--- config.mk ---
export PLATFORM = sky130hd
export DESIGN_NAME = baud_rate_gen
export DESIGN_NICKNAME = d
export VERILOG_FILES = /design/src/rtl/baud_pkg.sv /design/src/rtl/baud_presc.sv /design/src/rtl/baud_divctr.sv /design/src/rtl/baud_ovs_div.sv /design/src/rtl/baud_rate_gen.sv
export SDC_FILE = /design/constraint.sdc
export NUM_CORES = 1
export LEC_CHECK = 0
export ABC_AREA = 1
export BUFFER_PORTS_ARGS = -buffer_cell sky130_fd_sc_hd__buf_2
export CORE_UTILIZATION = 60
export CTS_CLUSTER_DIAMETER = 40
export DETAILED_ROUTE_END_ITERATION = 10
export PLACE_DENSITY = 0.84
export SLEW_MARGIN = 20
export SYNTH_ARGS = -nofsm -noshare
export SYNTH_HDL_FRONTEND = slang
export SYNTH_SLANG_ARGS = --single-unit
--- constraint.sdc ---
create_clock -name clk -period 2.8 [get_ports clk]
set_clock_uncertainty 0.2 [all_clocks]
set_input_delay 0.14 -clock clk [delete_from_list [all_inputs] [get_ports clk]]
set_output_delay 0.14 -clock clk [all_outputs]
set_load 0.005 [all_outputs]
--- src/rtl/baud_pkg.sv ---
package baud_pkg;
    typedef enum logic {
        GEN_IDLE = 1'b0,
        GEN_RUN  = 1'b1
    } gen_state_t;
endpackage

--- src/rtl/baud_presc.sv ---
module baud_presc #(
    parameter int RATIO = 4
) (
    input  logic clk,
    input  logic rst_n,
    input  logic strap_div4,
    input  logic presc_we,
    input  logic presc_val,
    output logic pre_en
);
    localparam int PW = (RATIO > 1) ? $clog2(RATIO) : 1;

    logic          sel;
    logic [PW-1:0] pc;

    always_ff @(posedge clk) begin
        if (!rst_n) begin
            sel <= strap_div4;
            pc  <= '0;
        end else begin
            if (presc_we)
                sel <= presc_val;
            pc <= (pc == PW'(RATIO - 1)) ? '0 : pc + 1'b1;
        end
    end

    assign pre_en = sel ? (pc == PW'(RATIO - 1)) : 1'b1;

    // a divided enable is always followed by a quiet cycle
    p_presc_gap_r4: assert property (@(posedge clk) disable iff (!rst_n)
        (sel && pre_en) |=> (!pre_en || !sel));
endmodule

--- src/rtl/baud_divctr.sv ---
module baud_divctr
    import baud_pkg::*;
#(
    parameter int DIV_W = 16
) (
    input  logic               clk,
    input  logic               rst_n,
    input  logic               pre_en,
    input  logic               div_hi_we,
    input  logic               div_lo_we,
    input  logic [DIV_W/2-1:0] div_wdata,
    output logic               fire,
    output logic               tick16
);
    localparam int HALF = DIV_W / 2;

    gen_state_t       state, state_nx;
    logic [DIV_W-1:0] div_reg;
    logic [DIV_W-1:0] act_div, act_div_nx;
    logic [DIV_W-1:0] cnt, cnt_nx;
    logic             terminal;

    assign terminal = (cnt == act_div - 1'b1);

    always_comb begin
        state_nx   = state;
        cnt_nx     = cnt;
        act_div_nx = act_div;
        fire       = 1'b0;
        unique case (state)
            GEN_IDLE: begin
                if (div_reg != '0) begin          // START
                    state_nx   = GEN_RUN;
                    cnt_nx     = '0;
                    act_div_nx = div_reg;
                end
            end
            GEN_RUN: begin
                if (pre_en) begin
                    if (terminal) begin
                        fire   = 1'b1;
                        cnt_nx = '0;
                        if (div_reg == '0)        // STOP
                            state_nx = GEN_IDLE;
                        else                      // RELOAD
                            act_div_nx = div_reg;
                    end else begin
                        cnt_nx = cnt + 1'b1;
                    end
                end
            end
            default: state_nx = GEN_IDLE;
        endcase
    end

    always_ff @(posedge clk) begin
        if (!rst_n) begin
            state   <= GEN_IDLE;
            cnt     <= '0;
            act_div <= '0;
            div_reg <= '0;
        end else begin
            state   <= state_nx;
            cnt     <= cnt_nx;
            act_div <= act_div_nx;
            if (div_hi_we)
                div_reg[DIV_W-1:HALF] <= div_wdata;
            if (div_lo_we)
                div_reg[HALF-1:0] <= div_wdata;
        end
    end

    always_ff @(posedge clk) begin
        if (!rst_n)
            tick16 <= 1'b0;
        else
            tick16 <= fire;
    end

    // the count never leaves the loaded range
    p_cnt_range_r3: assert property (@(posedge clk) disable iff (!rst_n)
        (state == GEN_RUN) |-> (cnt < act_div));
    // the idle state produces no pulse
    p_idle_silent_r2: assert property (@(posedge clk) disable iff (!rst_n)
        (state == GEN_IDLE) |=> !tick16);
    // every pulse comes from a prescaler enable
    p_pulse_src_r4: assert property (@(posedge clk) disable iff (!rst_n)
        tick16 |-> $past(pre_en));
    // single-cycle pulse when the period exceeds one cycle
    p_single_r9: assert property (@(posedge clk) disable iff (!rst_n)
        (tick16 && act_div > 1) |=> !tick16);
endmodule

--- src/rtl/baud_ovs_div.sv ---
module baud_ovs_div #(
    parameter int OVS = 16
) (
    input  logic clk,
    input  logic rst_n,
    input  logic fire,
    output logic tick1
);
    localparam int SW = $clog2(OVS);

    logic [SW-1:0] sub;

    always_ff @(posedge clk) begin
        if (!rst_n) begin
            sub   <= '0;
            tick1 <= 1'b0;
        end else begin
            tick1 <= fire && (sub == SW'(OVS - 1));
            if (fire)
                sub <= (sub == SW'(OVS - 1)) ? '0 : sub + 1'b1;
        end
    end
endmodule

--- src/rtl/baud_rate_gen.sv ---
module baud_rate_gen #(
    parameter int DIV_W = 16,
    parameter int RATIO = 4,
    parameter int OVS   = 16
) (
    input  logic               clk,
    input  logic               rst_n,
    input  logic               strap_div4,
    input  logic               presc_we,
    input  logic               presc_val,
    input  logic               div_hi_we,
    input  logic               div_lo_we,
    input  logic [DIV_W/2-1:0] div_wdata,
    output logic               tick16,
    output logic               tick1
);
    logic pre_en;
    logic fire;

    baud_presc #(.RATIO(RATIO)) u_presc (
        .clk(clk), .rst_n(rst_n), .strap_div4(strap_div4),
        .presc_we(presc_we), .presc_val(presc_val), .pre_en(pre_en)
    );

    baud_divctr #(.DIV_W(DIV_W)) u_divctr (
        .clk(clk), .rst_n(rst_n), .pre_en(pre_en),
        .div_hi_we(div_hi_we), .div_lo_we(div_lo_we), .div_wdata(div_wdata),
        .fire(fire), .tick16(tick16)
    );

    baud_ovs_div #(.OVS(OVS)) u_ovs (
        .clk(clk), .rst_n(rst_n), .fire(fire), .tick1(tick1)
    );

    // the bit-rate enable coincides with an oversampling enable
    p_tick1_on_tick16_r10: assert property (@(posedge clk) disable iff (!rst_n)
        tick1 |-> tick16);
endmodule

==> impl_metrics.json, run 1 <==
{
  "status": "finished, final reports clean",
  "multi_input_area_um2": 1800,
  "cts.path.max_buffers": 2,
  "syn_nets": 549,
  "slew_viol_final": 0,
  "diodes": 0,
  "crit_arrival_ns": 2.57,
  "preCtsSetupSlack_ns": 0.135,
  "hold_class": "input port to flip-flop",
  "die_h_um": 76.9,
  "cts_tree": "built",
  "min_period_ns": 2.55,
  "p_int_mw": 1.35,
  "grt_max_degree": 42,
  "synthCells": 530,
  "p_seq_share_pct": 45.0,
  "nFillCells": 445,
  "fin_nets": 579,
  "yosys_warnings": 0,
  "cts.clk_slew.worst_paths_ns": 0.07,
  "remaining_drc_errors": 0,
  "die_w_um": 76.9,
  "core_um2": 5240,
  "antenna_found_initial": 0,
  "p_sw_share_pct": 33.2,
  "clk_latency_ns": 0.34,
  "drt_wl_total_mm": 7.88,
  "path_cells": "inv_2, ha_1, nand2_2, nor2_2, nand3_1, nand2_1, nand2_1, nor2_1, nand2_1, nor2_2, nor2_1, o21ai_4, nor2_1",
  "final_cell_area_um2": 3780,
  "clock-sinks": 58,
  "crit_end": "u_divctr.cnt[9]$_SDFFE_PN0P_",
  "postRouteAntennaNets": 0,
  "ys_seq_elements": 58,
  "p_leak_nw": 1.88,
  "total_power_mw": 2.02,
  "cts-root-buf": "clkbuf_8",
  "postSynthAreaPerCell_um2": 6.35,
  "synth_cell_types": 33,
  "top_level_ports": 17,
  "power_switching_mw": 0.672,
  "worst-r2r-cell-count": 13,
  "rows": 26,
  "r2r_end": "u_divctr.cnt[9]$_SDFFE_PN0P_",
  "combinationalPowerShare_pct": 23.5,
  "cp-end-kind": "flip-flop",
  "worst_pin_slew_ns": 0.569,
  "hold_viol": 0,
  "place_area_um2": 3500,
  "grt_pass1_vias": 3095,
  "rsz0062_at_grt": "false",
  "max_freq_ghz": 0.392,
  "tns_ns": 0,
  "wl_per_cell_um": 12.4,
  "cts_setup_buffers": 0,
  "place.gp.congestion": 0.887,
  "min-delay-start": "div_lo_we",
  "cp_slowest_cell": "dfxtp_1",
  "drive_gt1_share_pct": 9.40,
  "drt_pre_antenna_iters": 5,
  "num_vias": 3312,
  "slowest_delay_ns": 0.32,
  "crit_required_ns": 2.81,
  "grt.total_usage_pct": 29.7,
  "drv_cap": 0,
  "crit_path_start": "u_divctr.act_div[0]$_SDFFE_PN0P_",
  "dieArea_um2": 5910,
  "viasPerCell": 5.22,
  "io_buffers": 16,
  "start_util_pct": 64.2,
  "critical_path_class": "flip-flop to flip-flop",
  "fin_ws_ns": 0.246,
  "cp_max_fo": 12,
  "grt_pass1_wl_mm": 13.7,
  "ir_worst_vdd_uv": 417,
  "rrSetupSlack_ns": 0.25,
  "hpwlAfterDp_mm": 5.66,
  "clkPwrFrac_pct": 31.5,
  "seq_area_um2": 1170,
  "final-setup-viol-count": 0,
  "timing.slew.headroom_pct": 62.0,
  "syn_area_um2": 3360,
  "ys_seq_area_share_pct": 34.8,
  "final_min_period_over_clock_period_pct": 91.2,
  "powerDensity_nw_per_um2": 535,
  "syn_to_final_growth_pct": 12.4,
  "cts_made_buffers": 9,
  "startpoint_type": "flip-flop",
  "crit-reg2reg-launch": "u_divctr.act_div[0]$_SDFFE_PN0P_",
  "htree_num_levels": 3,
  "overflow": 0,
  "drt_iter0_markers": 208
}
-- worst min path at each step --
stage                                             endpoint  slack (ns)  depth (start not counted)
after global placement               u_presc.sel$_DFFE_PP_        0.20                          3
after detailed placement             u_presc.sel$_DFFE_PP_        0.21                          3
after global routing      u_divctr.div_reg[4]$_SDFFE_PN0P_        0.09                          3
after CTS                 u_divctr.div_reg[9]$_SDFFE_PN0P_        0.04                          3
after floorplan              u_divctr.cnt[11]$_SDFFE_PN0P_        0.08                          2
final                     u_divctr.div_reg[4]$_SDFFE_PN0P_        0.05                          3
-- metrics by stage --
| stage | utilization (%) | std cells | hold WS, ns |
|---|---|---|---|
| after floorplan | - | 530 | 0.0804 |
| after global placement | 66.9 | 608 | 0.203 |
| after detailed placement | 66.9 | 608 | 0.207 |
| after CTS | 72.0 | 634 | 0.0409 |
| after global routing | 72.2 | 634 | 0.0946 |
| final | 72.2 | 634 | 0.0539 |
-- worst max-delay path: cells and delay by family, from the launching register on --
kind                     cells  cell delay (ns)
flip-flops                   1             0.32
AO/OA/AOI/OAI                1             0.31
AND/OR/NAND/NOR             10             1.28
buffers and inverters        1             0.08
adder cells (fa/ha/maj)      1             0.23
-- cells in the final DEF, fill, tap and decap left out --
cell type        n
nor2_1          65
a31oi_1          1
o21ai_0         27
a21oi_1         24
inv_2            2
o21bai_4         1
nand3_1         34
edfxtp_1         1
clkinvlp_4       2
dlygate4sd3_1   11
nor2_4           2
nand3b_1         2
nor4_1           1
buf_4            4
a21o_1           1
xnor2_1          5
xor2_1          13
clkbuf_8         9
nor2_2           6
buf_2           16
nand2_1        138
and2_1           1
nand2_2          3
clkinv_1         2
nor3_1           8
inv_1           87
nand3_4          1
dfxtp_1         57
nor3b_1          1
o21ai_4          1
nand4_1         28
clkinv_2         4
or2_2            2
ha_1             4
-- timing repair --
item                                    4_1_cts  5_1_grt
hold buffers                                 11        0
endpoints found under the hold margin        18        0
gates resized for setup                       0        2
endpoints found under the setup margin        0       15
-- synthesized netlist by cell type (all sizes together) --
cell type | n | share of area (%)
o21bai | 1 | 0.56
nor3b | 1 | 0.22
and2 | 1 | 0.19
xor2 | 13 | 3.4
nor4 | 1 | 0.19
a21o | 1 | 0.22
nor2 | 73 | 9.0
a21oi | 24 | 3.6
inv | 89 | 9.9
edfxtp | 1 | 0.89
or2 | 2 | 0.37
xnor2 | 5 | 1.3
nand4 | 28 | 5.2
nand3 | 35 | 5.6
o21ai | 28 | 4.3
dfxtp | 57 | 34
nand2 | 141 | 16
a31oi | 1 | 0.19
nand3b | 2 | 0.45
buf | 6 | 1.1
clkinv | 2 | 0.22
ha | 4 | 1.5
nor3 | 8 | 1.2
clkbuf | 6 | 0.67
-- per-layer routing --
metal / up-vias / part of all wire [%] / GRT usage [%]
li1: 1732 / - / -
met2: 86 / 49 / 50.6
met1: 1473 / 44 / 35.7
met4: 0 / 2.6 / 14.2
met5: - / 0 / 0
met3: 21 / 4.0 / 5.71
-- area by class of cell --
| cell class | instances | share of cell area (%) |
|---|---|---|
| clock inverters | 6 | 0.926 |
| repair buffers | 31 | 5.82 |
| inverters | 91 | 9.03 |
| multi-input cells | 369 | 47.7 |
| well taps | 70 | 2.32 |
| flip-flops and latches | 58 | 31.0 |
| clock buffers | 9 | 3.27 |
-- cells by family after synthesis --
family / count (synthesis) / share of synthesized area, %
simple gates: 292 / 38.3
fa+ha+maj: 4 / 1.49
compound gates: 55 / 8.81
xor+xnor: 18 / 4.69
buf+inv: 103 / 11.9
flops: 58 / 34.8
-- power groups by stage --
| stage | Combinational, mW | Sequential [mW] | Clock [mW] |
|---|---|---|---|
| floorplan | 0.364 | 0.919 | 0 |
| global placement | 0.438 | 0.927 | 0 |
| detailed placement | 0.450 | 0.928 | 0 |
| CTS | 0.466 | 0.910 | 0.646 |
| global route | 0.549 | 0.915 | 0.693 |
| finish | 0.476 | 0.911 | 0.637 |
Note: power is estimated with default switching activity, not from simulation.
==> inputs of run 2 (changes only) <==
==> constraint.sdc (replaced) <==
create_clock -name clk -period 3.2 [get_ports clk]
set_clock_uncertainty 0.2 [all_clocks]
set_input_delay 0.16 -clock clk [delete_from_list [all_inputs] [get_ports clk]]
set_output_delay 0.16 -clock clk [all_outputs]
set_load 0.005 [all_outputs]
==> run 2 against run 1 <==
Against the previous run: clock power shrank 7.4%; first-iteration DRC count shrank 5.3%; sequential share of layout area is essentially flat; final cell count is the same; fmax shrank 4.3%; critical endpoint unchanged; global-route usage shrank 0.38 points; highest routed layer unchanged; combinational power shrank 13%; sequential power shrank 13%; critical path depth is the same; power shrank 11%.
==> impl_metrics.json, run 2 (synthesis results as in run 1) <==
{
  "core_um2": 5240,
  "final_cell_area_um2": 3780,
  "cts_made_buffers": 9,
  "status": "finished, final reports clean",
  "startpoint_type": "flip-flop",
  "max_freq_ghz": 0.375,
  "num_vias": 3327,
  "min_period_ns": 2.67,
  "drt_wl_total_mm": 7.81,
  "postRouteAntennaNets": 0,
  "fin_cells": 634,
  "grt_pass1_wl_mm": 13.8,
  "drt_pre_antenna_iters": 5,
  "wl_per_cell_um": 12.3,
  "powerDensity_nw_per_um2": 477,
  "hold_class": "input port to flip-flop",
  "holdWs_ns": 0.0664,
  "worst-r2r-cell-count": 13,
  "dieArea_um2": 5910,
  "cp_max_fo": 12,
  "preCtsSetupSlack_ns": 0.565,
  "die_w_um": 76.9,
  "viasPerCell": 5.25,
  "hpwlAfterDp_mm": 5.74,
  "cts_tree": "built",
  "htree_num_levels": 3,
  "diodes": 0,
  "nFillCells": 454,
  "cts.path.max_buffers": 2,
  "drt_iter0_markers": 197,
  "fin_ws_ns": 0.531,
  "clock-sinks": 58,
  "place_area_um2": 3500,
  "drv_cap": 0,
  "crit_arrival_ns": 2.67,
  "clk_latency_ns": 0.34,
  "min_path_cells": 3,
  "final-setup-viol-count": 0,
  "crit_required_ns": 3.20,
  "crit-reg2reg-launch": "u_divctr.act_div[0]$_SDFFE_PN0P_",
  "dp_cells": 607,
  "remaining_drc_errors": 0,
  "io_buffers": 16,
  "grt_use_met2_pct": 49.3,
  "antenna_found_initial": 0,
  "final_min_period_over_clock_period_pct": 83.4,
  "critical_path_class": "flip-flop to flip-flop",
  "p_leak_nw": 1.88,
  "fin_nets": 578,
  "cts-root-buf": "clkbuf_8",
  "rows": 26,
  "grt.total_usage_pct": 29.3,
  "cp-end-kind": "flip-flop",
  "met3_usage_pct": 5.36,
  "fin_util_pct": 72.1,
  "worst_pin_slew_ns": 0.580,
  "crit_path_start": "u_divctr.act_div[0]$_SDFFE_PN0P_",
  "die_h_um": 76.9,
  "slew_viol_final": 0,
  "grt_busiest_layer": "met2",
  "cts.clk_slew.worst_paths_ns": 0.07,
  "overflow": 0,
  "syn_to_final_growth_pct": 12.3,
  "layout_commonest_cell": "nand2_1",
  "grt_pass1_vias": 3200,
  "timing.slew.headroom_pct": 61.2,
  "total_power_mw": 1.80,
  "layout_common_cells": "nand2_1, inv_1, nor2_1",
  "top_level_ports": 17,
  "drive_gt1_share_pct": 9.04,
  "rsz0062_at_grt": "false",
  "grt_max_degree": 42,
  "ir_worst_vdd_uv": 388,
  "grtUsageMet1_pct": 35.4,
  "hold_viol": 0,
  "tns_ns": 0,
  "min-delay-start": "div_lo_we",
  "place.gp.congestion": 0.885,
  "start_util_pct": 64.2
}
==> run 2: routing by layer <==
metal / vias to the layer above / share of wire [%]
met4: 0 / 3.3
li1: 1728 / -
met3: 27 / 5.4
met1: 1459 / 44
met5: - / 0
met2: 113 / 47
==> run 2: worst max-delay path, stage by stage, from the launching register on <==
cell	delay (ns)
dfxtp_1	0.33
inv_2	0.08
ha_1	0.23
nand2_2	0.15
nor2_4	0.19
nand2_1	0.06
nand2_1	0.06
nand2_1	0.07
nor2_1	0.09
nand3_1	0.14
nor2_1	0.28
nor2_1	0.12
o21ai_2	0.42
nor2_1	0.10
==> run 2: repair_timing <==
item	4_1_cts	5_1_grt
endpoints found under the hold margin	18	0
resized for setup	0	0
endpoints found under the setup margin	0	0
hold buffers	11	0
setup buffers	0	0
==> run 2: final timing paths <==
kind	to	slack, ns
max	u_divctr.cnt[9]$_SDFFE_PN0P_	0.53
min	u_divctr.div_reg[3]$_SDFFE_PN0P_	0.07
max reg2reg	u_divctr.cnt[9]$_SDFFE_PN0P_	0.53
min reg2reg	u_presc.pc[0]$_SDFF_PP0_	0.24
==> run 2: power breakdown <==
group          total [mW]  switching (mW)  internal [mW]
Sequential          0.797          0.0320          0.765
Combinational       0.413           0.267          0.146
Clock               0.590           0.292          0.298
Total                1.80           0.591           1.21
==> run 2: cell type report <==
class / instances / area (µm²) / area share (%)
Multi-Input combinational cell: 369 / 1790 / 47.5
Sequential cell: 58 / 1170 / 31.0
Inverter: 91 / 342 / 9.04
Timing Repair Buffer: 30 / 213 / 5.63
Clock buffer: 11 / 141 / 3.74
Tap cell: 70 / 87.6 / 2.32
Clock inverter: 5 / 30.0 / 0.795
